===== src/rtl/wbp_pkg.sv =====
package wbp_pkg;

    localparam int unsigned WBP_NREGS_DEF = 16;
    localparam int unsigned WBP_LAT_DEF   = 2;
    localparam int unsigned WBP_PORTS_DEF = 1;

    typedef enum logic [1:0] {
        MOVE_RUN   = 2'd0,
        MOVE_PORTS = 2'd1,
        MOVE_HOLD  = 2'd2
    } move_e;

endpackage


===== src/rtl/wbp_port_pick.sv =====
module wbp_port_pick #(
    parameter int unsigned NREGS = 16,
    parameter int unsigned PORTS = 1
) (
    input  logic [NREGS-1:0] pending,
    output logic [NREGS-1:0] grant,
    output logic [NREGS-1:0] left,
    output logic             overflow
);
    localparam int unsigned CW = $clog2(NREGS + 1);

    logic [CW-1:0] used;

    // Walk from register 0 upward, granting until the port budget is spent.
    always_comb begin
        used  = '0;
        grant = '0;
        for (int i = 0; i < NREGS; i++) begin
            if (pending[i] && (used < CW'(PORTS))) begin
                grant[i] = 1'b1;
                used     = used + CW'(1);
            end
        end
    end

    assign left     = pending & ~grant;
    assign overflow = |left;

endmodule


===== src/rtl/wbp_countdown.sv =====
module wbp_countdown #(
    parameter int unsigned NREGS = 16,
    parameter int unsigned LAT   = 2
) (
    input  logic             clk,
    input  logic             rst_n,
    input  wbp_pkg::move_e   move,
    input  logic             load_en,
    input  logic [NREGS-1:0] load_mask,
    input  logic [NREGS-1:0] head_left,
    output logic [NREGS-1:0] head_mask
);
    import wbp_pkg::*;

    typedef struct packed {
        logic [LAT-1:0][NREGS-1:0] slot;
    } cd_state_t;

    cd_state_t st_d, st_q;

    always_comb begin
        st_d = st_q;
        if (move == MOVE_RUN) begin
            for (int i = 0; i < LAT - 1; i++) begin
                st_d.slot[i] = st_q.slot[i+1];
            end
            st_d.slot[LAT-1] = load_en ? load_mask : '0;
        end else begin
            // Frozen: only the completion slot sheds what it wrote.
            st_d.slot[0] = head_left;
        end
    end

    always_ff @(posedge clk) begin
        if (!rst_n) begin
            st_q <= '0;
        end else begin
            st_q <= st_d;
        end
    end

    assign head_mask = st_q.slot[0];

    // every entry behind the completion slot keeps its place while frozen.
    for (genvar g = 1; g < LAT; g++) begin : g_hold_chk
        a_r5_young_frozen: assert property (
            @(posedge clk) disable iff (!rst_n)
            (move != MOVE_RUN) |=> $stable(st_q.slot[g])
        );
    end

    // nothing is loaded into a frozen pipeline.
    a_r6_no_load_frozen: assert property (
        @(posedge clk) disable iff (!rst_n)
        (move != MOVE_RUN) |-> !load_en
    );

endmodule


===== src/rtl/wbp_top.sv =====
module wbp_top #(
    parameter int unsigned NREGS = wbp_pkg::WBP_NREGS_DEF,
    parameter int unsigned LAT   = wbp_pkg::WBP_LAT_DEF,
    parameter int unsigned PORTS = wbp_pkg::WBP_PORTS_DEF
) (
    input  logic             clk,
    input  logic             rst_n,
    input  logic             issue_valid,
    input  logic [NREGS-1:0] issue_wmask,
    input  logic             ext_hold,
    output logic             issue_ready,
    output logic [NREGS-1:0] retire_mask,
    output logic             wb_stall
);
    import wbp_pkg::*;

    logic [NREGS-1:0] head_mask;
    logic [NREGS-1:0] head_left;
    logic             port_over;
    move_e            move;

    wbp_port_pick #(.NREGS(NREGS), .PORTS(PORTS)) u_pick (
        .pending  (head_mask),
        .grant    (retire_mask),
        .left     (head_left),
        .overflow (port_over)
    );

    always_comb begin
        if (port_over)     move = MOVE_PORTS;
        else if (ext_hold) move = MOVE_HOLD;
        else               move = MOVE_RUN;
    end

    assign wb_stall    = port_over;
    assign issue_ready = (move == MOVE_RUN);

    wbp_countdown #(.NREGS(NREGS), .LAT(LAT)) u_cd (
        .clk       (clk),
        .rst_n     (rst_n),
        .move      (move),
        .load_en   (issue_valid && issue_ready),
        .load_mask (issue_wmask),
        .head_left (head_left),
        .head_mask (head_mask)
    );

    // the write-port budget is never exceeded.
    a_r3_port_budget: assert property (
        @(posedge clk) disable iff (!rst_n)
        $countones(retire_mask) <= PORTS
    );

    // no register still waiting sits below the lowest one written.
    a_r3_lowest_first: assert property (
        @(posedge clk) disable iff (!rst_n)
        ((head_left & (retire_mask - 1'b1)) == '0)
    );

    // a stall cycle always uses the full budget, and draining goes on next cycle.
    a_r4_full_ports: assert property (
        @(posedge clk) disable iff (!rst_n)
        wb_stall |-> ($countones(retire_mask) == PORTS)
    );
    a_r4_drain_continues: assert property (
        @(posedge clk) disable iff (!rst_n)
        wb_stall |=> (retire_mask != '0)
    );

    // issue is refused during stall or hold.
    a_r6_ready_low: assert property (
        @(posedge clk) disable iff (!rst_n)
        (wb_stall || ext_hold) |-> !issue_ready
    );

    // a frozen completion slot never reports the same register twice.
    a_r8_no_repeat: assert property (
        @(posedge clk) disable iff (!rst_n)
        !issue_ready |=> ((retire_mask & $past(retire_mask)) == '0)
    );

endmodule


===== config.mk =====
export PLATFORM = sky130hd
export DESIGN_NAME = wbp_top
export DESIGN_NICKNAME = d
export VERILOG_FILES = /design/src/rtl/wbp_pkg.sv /design/src/rtl/wbp_port_pick.sv /design/src/rtl/wbp_countdown.sv /design/src/rtl/wbp_top.sv
export SDC_FILE = /design/constraint.sdc
export NUM_CORES = 1
export LEC_CHECK = 0
export BUFFER_PORTS_ARGS = -buffer_cell sky130_fd_sc_hd__buf_2
export CAP_MARGIN = 20
export CORE_ASPECT_RATIO = 0.6
export CORE_MARGIN = 2
export CORE_UTILIZATION = 48
export CTS_BUF_LIST = sky130_fd_sc_hd__clkbuf_16
export DETAILED_ROUTE_END_ITERATION = 12
export GPL_TIMING_DRIVEN = 0
export HOLD_SLACK_MARGIN = 0.06
export PLACE_DENSITY = 0.83
export SLEW_MARGIN = 15
export SYNTH_ARGS = -nofsm -noshare
export SYNTH_HDL_FRONTEND = slang
export SYNTH_HIERARCHICAL = 1
export SYNTH_SLANG_ARGS = --single-unit

===== constraint.sdc =====
create_clock -name clk -period 3.06 [get_ports clk]
set_input_delay 0.612 -clock clk [delete_from_list [all_inputs] [get_ports clk]]
set_output_delay 0.612 -clock clk [all_outputs]
set_load 0.01 [all_outputs]

# ---- Yosys cells after proc, flatten, opt, wreduce, memory -nomap -nowiden
# Cells that the tools add are included.
dict set report word_totals {
  register_bits 32
  inputBits 20
  wordCells 86
}
dict set report classes {
  add_sub_neg 14
  n_lt_le_gt_ge 15
  muxes 35
  bitwise_logic 2
  n_reduce_logical 18
}
# operator count
set op_table {}
lappend op_table {{$lt A5 B1 Y1 const B} 14}
lappend op_table {{$mux W5} 14}
lappend op_table {{$add A5 B1 Y5 const B} 13}
lappend op_table {{$mux W16} 2}
lappend op_table {{$mux W1} 17}
lappend op_table {{$and A16 B16 Y16} 1}
lappend op_table {{$logic_and A1 B1 Y1} 16}
lappend op_table {{$not A16 Y16} 1}
lappend op_table {{$reduce_or A16 Y1} 1}
lappend op_table {{$mux W2} 2}
lappend op_table {{$add A1 B1 Y2 const B} 1}
lappend op_table {{$logic_not A2 Y1} 1}
lappend op_table {{$lt A1 B1 Y1 const B} 1}

# ---- Longest topological paths before layout
dict set report depth {
  ltp_word 53
  mapped_depth 15
}

# ---- Cells and area by module
# Netlist, hierarchy kept.
# mod instances cells_per_inst area_each_um2 seq_area_each_um2
set by_module_without_submodules {}
lappend by_module_without_submodules {wbp_countdown 1 160 1569.0 640.6}
lappend by_module_without_submodules {wbp_port_pick 1 80 495.5 0.0}
lappend by_module_without_submodules {wbp_top 1 3 22.5 0.0}

# ---- Worst setup path after synthesis
# Ideal clock, no wire load.
dict set report synth_timing {
  path_kind {register -> register}
  startpoint {reg u_cd.st_q (netlist bit u_cd/head_mask[1])}
  endpoint {reg u_cd.st_q (netlist bit u_cd/head_mask[14])}
  t_arrival_ns 3.053
  setup_slack_ns -0.063
  path_stages_with_launch 16
  synth_period_minus_slack_ns 3.123
  cell_sequence {dfxtp_1 > buf_4 > nor4_4 > nand2_4 > nor3_4 > inv_2 > nor3_4 > inv_2 > a211oi_2 > a21oi_1 > or4_1 > nor2b_1 > clkbuf_2 > buf_6 > o21ai_0 > a21boi_1}
}
dict set report synth_via {
  elab_chain_cells 50
  word_cells_on_any_way 77
  classes_between {13 x add/sub; 14 x order compare; 31 x mux; 2 x bitwise; 17 x reduce/logical}
}
# element line
set synth_rtl {}
lappend synth_rtl {{start: declaration} wbp_countdown.sv:19} ;# cd_state_t st_d, st_q;
lappend synth_rtl {{start signal: assignment} wbp_countdown.sv:38} ;# st_q <= st_d;
lappend synth_rtl {{$logic_and A1 B1 Y1} wbp_port_pick.sv:19} ;# if (pending[i] && (used < CW'(PORTS))) begin
lappend synth_rtl {{$mux W5} wbp_port_pick.sv:19}
lappend synth_rtl {{$lt A5 B1 Y1} wbp_port_pick.sv:19}
lappend synth_rtl {{$logic_and A1 B1 Y1} wbp_port_pick.sv:19}
lappend synth_rtl {{$mux W5} wbp_port_pick.sv:19}
lappend synth_rtl {{$lt A5 B1 Y1} wbp_port_pick.sv:19}
lappend synth_rtl {{$logic_and A1 B1 Y1} wbp_port_pick.sv:19}
lappend synth_rtl {{$mux W5} wbp_port_pick.sv:19}
lappend synth_rtl {{(+36 left out)} n/a}
lappend synth_rtl {{$not A16 Y16} wbp_port_pick.sv:26} ;# assign left = pending & ~grant;
lappend synth_rtl {{$and A16 B16 Y16 (*)} wbp_port_pick.sv:26}
lappend synth_rtl {{$reduce_or A16 Y1 (*)} wbp_port_pick.sv:27} ;# assign overflow = |left;
lappend synth_rtl {{named net wb_stall} wbp_top.sv:13} ;# output logic wb_stall
lappend synth_rtl {{$mux W2 (*)} wbp_top.sv:30} ;# if (port_over) move = MOVE_PORTS;
lappend synth_rtl {{named net move[1]} wbp_top.sv:20} ;# move_e move;
lappend synth_rtl {{$logic_not A2 Y1 (*)} wbp_countdown.sv:23} ;# if (move == MOVE_RUN) begin
lappend synth_rtl {{$mux W16 (*)} wbp_countdown.sv:23}
# The timed path passes the listed nets; every way through them passes the cells marked *.
# A chain may end at the register's enable or synchronous reset.

# ---- Worst setup path after layout
dict set report layout_timing {
  startpoint {reg u_cd.st_q (netlist bit u_cd/head_mask[4])}
  endpoint {out issue_ready}
}
dict set report layout_via {
  elab_chain_cells 40
  word_cells_on_any_way 61
  classes_between {10 x add/sub; 11 x order compare; 24 x mux; 2 x bitwise; 14 x reduce/logical}
}
# element line
set layout_rtl {}
lappend layout_rtl {{$logic_and A1 B1 Y1} wbp_port_pick.sv:19}
lappend layout_rtl {{$mux W5} wbp_port_pick.sv:19}
lappend layout_rtl {{$lt A5 B1 Y1} wbp_port_pick.sv:19}
lappend layout_rtl {{$logic_and A1 B1 Y1} wbp_port_pick.sv:19}
lappend layout_rtl {{$mux W5} wbp_port_pick.sv:19}
lappend layout_rtl {{$lt A5 B1 Y1} wbp_port_pick.sv:19}
lappend layout_rtl {{$logic_and A1 B1 Y1} wbp_port_pick.sv:19}
lappend layout_rtl {{$mux W5} wbp_port_pick.sv:19}
lappend layout_rtl {{(+24 left out)} n/a}
lappend layout_rtl {{$lt A5 B1 Y1} wbp_port_pick.sv:19}
lappend layout_rtl {{$logic_and A1 B1 Y1} wbp_port_pick.sv:19}
lappend layout_rtl {{$mux W1} wbp_port_pick.sv:19}
lappend layout_rtl {{$not A16 Y16} wbp_port_pick.sv:26}
lappend layout_rtl {{$and A16 B16 Y16 (*)} wbp_port_pick.sv:26}
lappend layout_rtl {{$reduce_or A16 Y1 (*)} wbp_port_pick.sv:27}
lappend layout_rtl {{$mux W2 (*)} wbp_top.sv:30}
lappend layout_rtl {{$logic_not A2 Y1 (*)} wbp_top.sv:36} ;# assign issue_ready = (move == MOVE_RUN);
lappend layout_rtl {{end: declaration} wbp_top.sv:11} ;# output logic issue_ready,
# Mark *: on every way between the ends. The rest lies on a longest branch, timed or not.

==> results.sh <==
export IMPL_rsz0062_at_grt="yes"
export IMPL_first_iter_violations=131
export IMPL_synth_cell_types=37
export IMPL_clk_pin_slew_ps=50
export IMPL_syn_inst=243
export IMPL_fp_dieW_um=89.13
export IMPL_min_path_type="flip-flop to flip-flop"
export IMPL_path_cells="nor4_4, buf_4, nand4_1, a211oi_2, a21oi_2, or4_4, nor2_1, buf_2"
export IMPL_cts_buffers=5
export IMPL_syn_avg_cell_area_um2=8.588
export IMPL_synthArstFlopShare=0
export IMPL_synth_nets=263
export IMPL_ys_seq_elements=32
export IMPL_n_fill_cell=364
export IMPL_grt_antenna_before_repair=0
export IMPL_synth_edf_count=0
export IMPL_die_height_um=55.08
export IMPL_p_leak_nw=1.172
export IMPL_syn2layout_area_growth_pct=32.43
export IMPL_yosysTopAreaCellShare=0.3070
export IMPL_critical_path_max_fanout=5
export IMPL_hold_violations=0
export IMPL_vias=1907
export IMPL_power_total_mw=1.060
export IMPL_min_period_over_period=1.046
export IMPL_maxCapViolCount=0
export IMPL_crit_path_end_kind="output port"
export IMPL_holdWs_ps=465.1
export IMPL_cp_start_kind="flip-flop"
export IMPL_rows=18
export IMPL_clk_latency_ps=280
export IMPL_powerDensity_nw_per_um2=383.6
export IMPL_timing_final_ws_setup_ps=-141.5
export IMPL_clock_root_buffer="clkbuf_16"
export IMPL_ant_nets=0
export IMPL_final_cell_area_um2=2764
export IMPL_critical_path_required_ps=2450
export IMPL_finalMaxSlewViolations=0
export IMPL_skew_ps=4.713
export IMPL_grt_use_total=0.2223
export IMPL_num_io_pins=38
export IMPL_io_buffers=37
export IMPL_drcViolationCount=0
export IMPL_max_freq_ghz=0.3124
export IMPL_nets=325
export IMPL_num_antenna_cells=0
export IMPL_cp_num_buf_inv=2
export IMPL_synth_top_cell_by_area="dfxtp_1"
export IMPL_grt_pass1_vias=1720
export IMPL_cts_sink_count=32
export IMPL_tns_ps=-260.3
export IMPL_crit_type="flip-flop to output port"
export IMPL_synth_flop_cell="dfxtp_1"
export IMPL_arrival_ps=2590
export IMPL_cts_buffer_depth=2
export IMPL_path_delay_family="simple AND/OR/NAND/NOR gates"
export IMPL_cts_tree="done"
export IMPL_core_area_um2=4144
export IMPL_min_period_ps=3201
export IMPL_hold_buffers=0
export IMPL_hpwl_um=3347
export IMPL_crit_slowest_cell="or4_4"
export IMPL_critPathMaxStageDelay_ps=610
export IMPL_synth_area_leaders="dfxtp_1 31%, a21boi_1 12%, buf_4 7.9%, or3b_1 6.7%, nand4bb_1 5.4%"
export IMPL_grt_overflow_total=0
export IMPL_ys_warn_count=6
export IMPL_gp_congestion=0.8118
export IMPL_cts_max_level=2
export IMPL_drive_gt1_frac=0.4150
export IMPL_wirelength_um=5104
export IMPL_multi_input_area_um2=1242
export IMPL_grt_max_degree=11
export IMPL_ys_seq_area_frac=0.3070
export IMPL_die_area_um2=4909
export IMPL_synth_area_um2=2087
export IMPL_grt_pass1_wl_um=8066
export IMPL_dr_pass1_iters=4
export IMPL_violations="setup timing"
export IMPL_setup_viol=6
export IMPL_ir_drop_mv=0.2472
export IMPL_outcome="finished, violations left"
export IMPL_place_area_um2=2354
export IMPL_start_util=0.5036
export IMPL_synthTopCellsByCount="32 x a21boi_1, 32 x dfxtp_1, 22 x buf_4"
export IMPL_ff_latch_area_um2=648.1
export IMPL_wire_per_inst_um=13.95
export IMPL_vias_per_cell=5.210
-- per-stage QoR --
| stage | setup WS (ps) | std cells | utilization |
|---|---|---|---|
| final | -141.5 | 366 | 0.6670 |
| after global routing | -232.7 | 366 | 0.6670 |
| after CTS | -186.6 | 361 | 0.6428 |
| after detailed placement | -305.2 | 340 | 0.5679 |
| after global placement | -200.4 | 340 | 0.5679 |
| after floorplan | 68.43 | 243 | - |
-- flip-flops by register name, summed over array words and instances, names as in the netlist --
| signal | count |
|---|---|
| u_cd/head_mask | 16 |
| u_cd/st_q | 16 |
-- timing repair --
action                                  4_1_cts  5_1_grt
buffers inserted                             15        5
endpoints found under the setup margin       34       34
gates resized for setup                      26       34
endpoints found under the hold margin         0        0
pin swaps                                     9       23
gates cloned                                  1        0
-- metal layers --
metal | share of wire | vias to the layer above | global-route usage
met5 | 0 | - | 0
met4 | 0.0094 | 0 | 0.08209
met3 | 0.070 | 7 | 0.04599
met2 | 0.43 | 59 | 0.3395
met1 | 0.49 | 869 | 0.3123
li1 | - | 972 | -
-- layout by cell type, fill, tap and decap left out, drive strengths merged, types with 3 or more instances in the layout --
cell / instances
buf: 85
nor3: 7
or4bb: 6
nand2: 4
inv: 7
dfxtp: 32
nor2: 15
nor2b: 9
clkinv: 3
or3b: 16
a21boi: 32
nor4: 3
o21ai: 32
a21oi: 4
clkbuf: 13
and2: 13
nand4bb: 10
-- power breakdown --
| part | total (mW) | internal (mW) | switching, mW |
|---|---|---|---|
| combinational | 0.168 | 0.0880 | 0.0800 |
| clock | 0.464 | 0.294 | 0.170 |
| sequential | 0.428 | 0.424 | 0.00401 |
| total | 1.06 | 0.807 | 0.254 |
-- cells by family after synthesis --
logic type / count (synthesis) / synth area share
and+or+nand+nor: 90 / 0.3303
adders and majority gates: 1 / 0.004796
other: 1 / 0.001797
AOI/OAI and AO/OA: 74 / 0.2266
DFF: 32 / 0.3070
buffers and inverters: 45 / 0.1295
-- worst register-to-register path: cells and delay by family (launching register included) --
kind | cells | cell delay (ps)
simple gates | 4 | 1540
buf+inv | 4 | 610
compound gates | 3 | 490
flops | 1 | 350
-- area by class of cell --
type	count	area share
Buffer	35	0.1005
Tap cell	60	0.02716
Sequential cell	32	0.2345
Inverter	7	0.009507
Timing Repair Buffer	58	0.1286
Clock inverter	3	0.004980
Clock buffer	5	0.04527
Multi-Input combinational cell	166	0.4495
-- final timing paths --
| check | startpoint | endpoint | slack [ps] | cells after the start |
|---|---|---|---|---|
| min reg2reg | u_cd/st_q[18]$_SDFFE_PN0N_ | u_cd/st_q[18]$_SDFFE_PN0N_ | 470 | 2 |
| max | u_cd/head_mask[4]$_SDFF_PN0_ | issue_ready | -140 | 8 |
| max reg2reg | u_cd/head_mask[4]$_SDFF_PN0_ | u_cd/head_mask[4]$_SDFF_PN0_ | -20 | 11 |
| min | u_cd/st_q[18]$_SDFFE_PN0N_ | u_cd/st_q[18]$_SDFFE_PN0N_ | 470 | 2 |
Power figures use the tool's default switching activity.
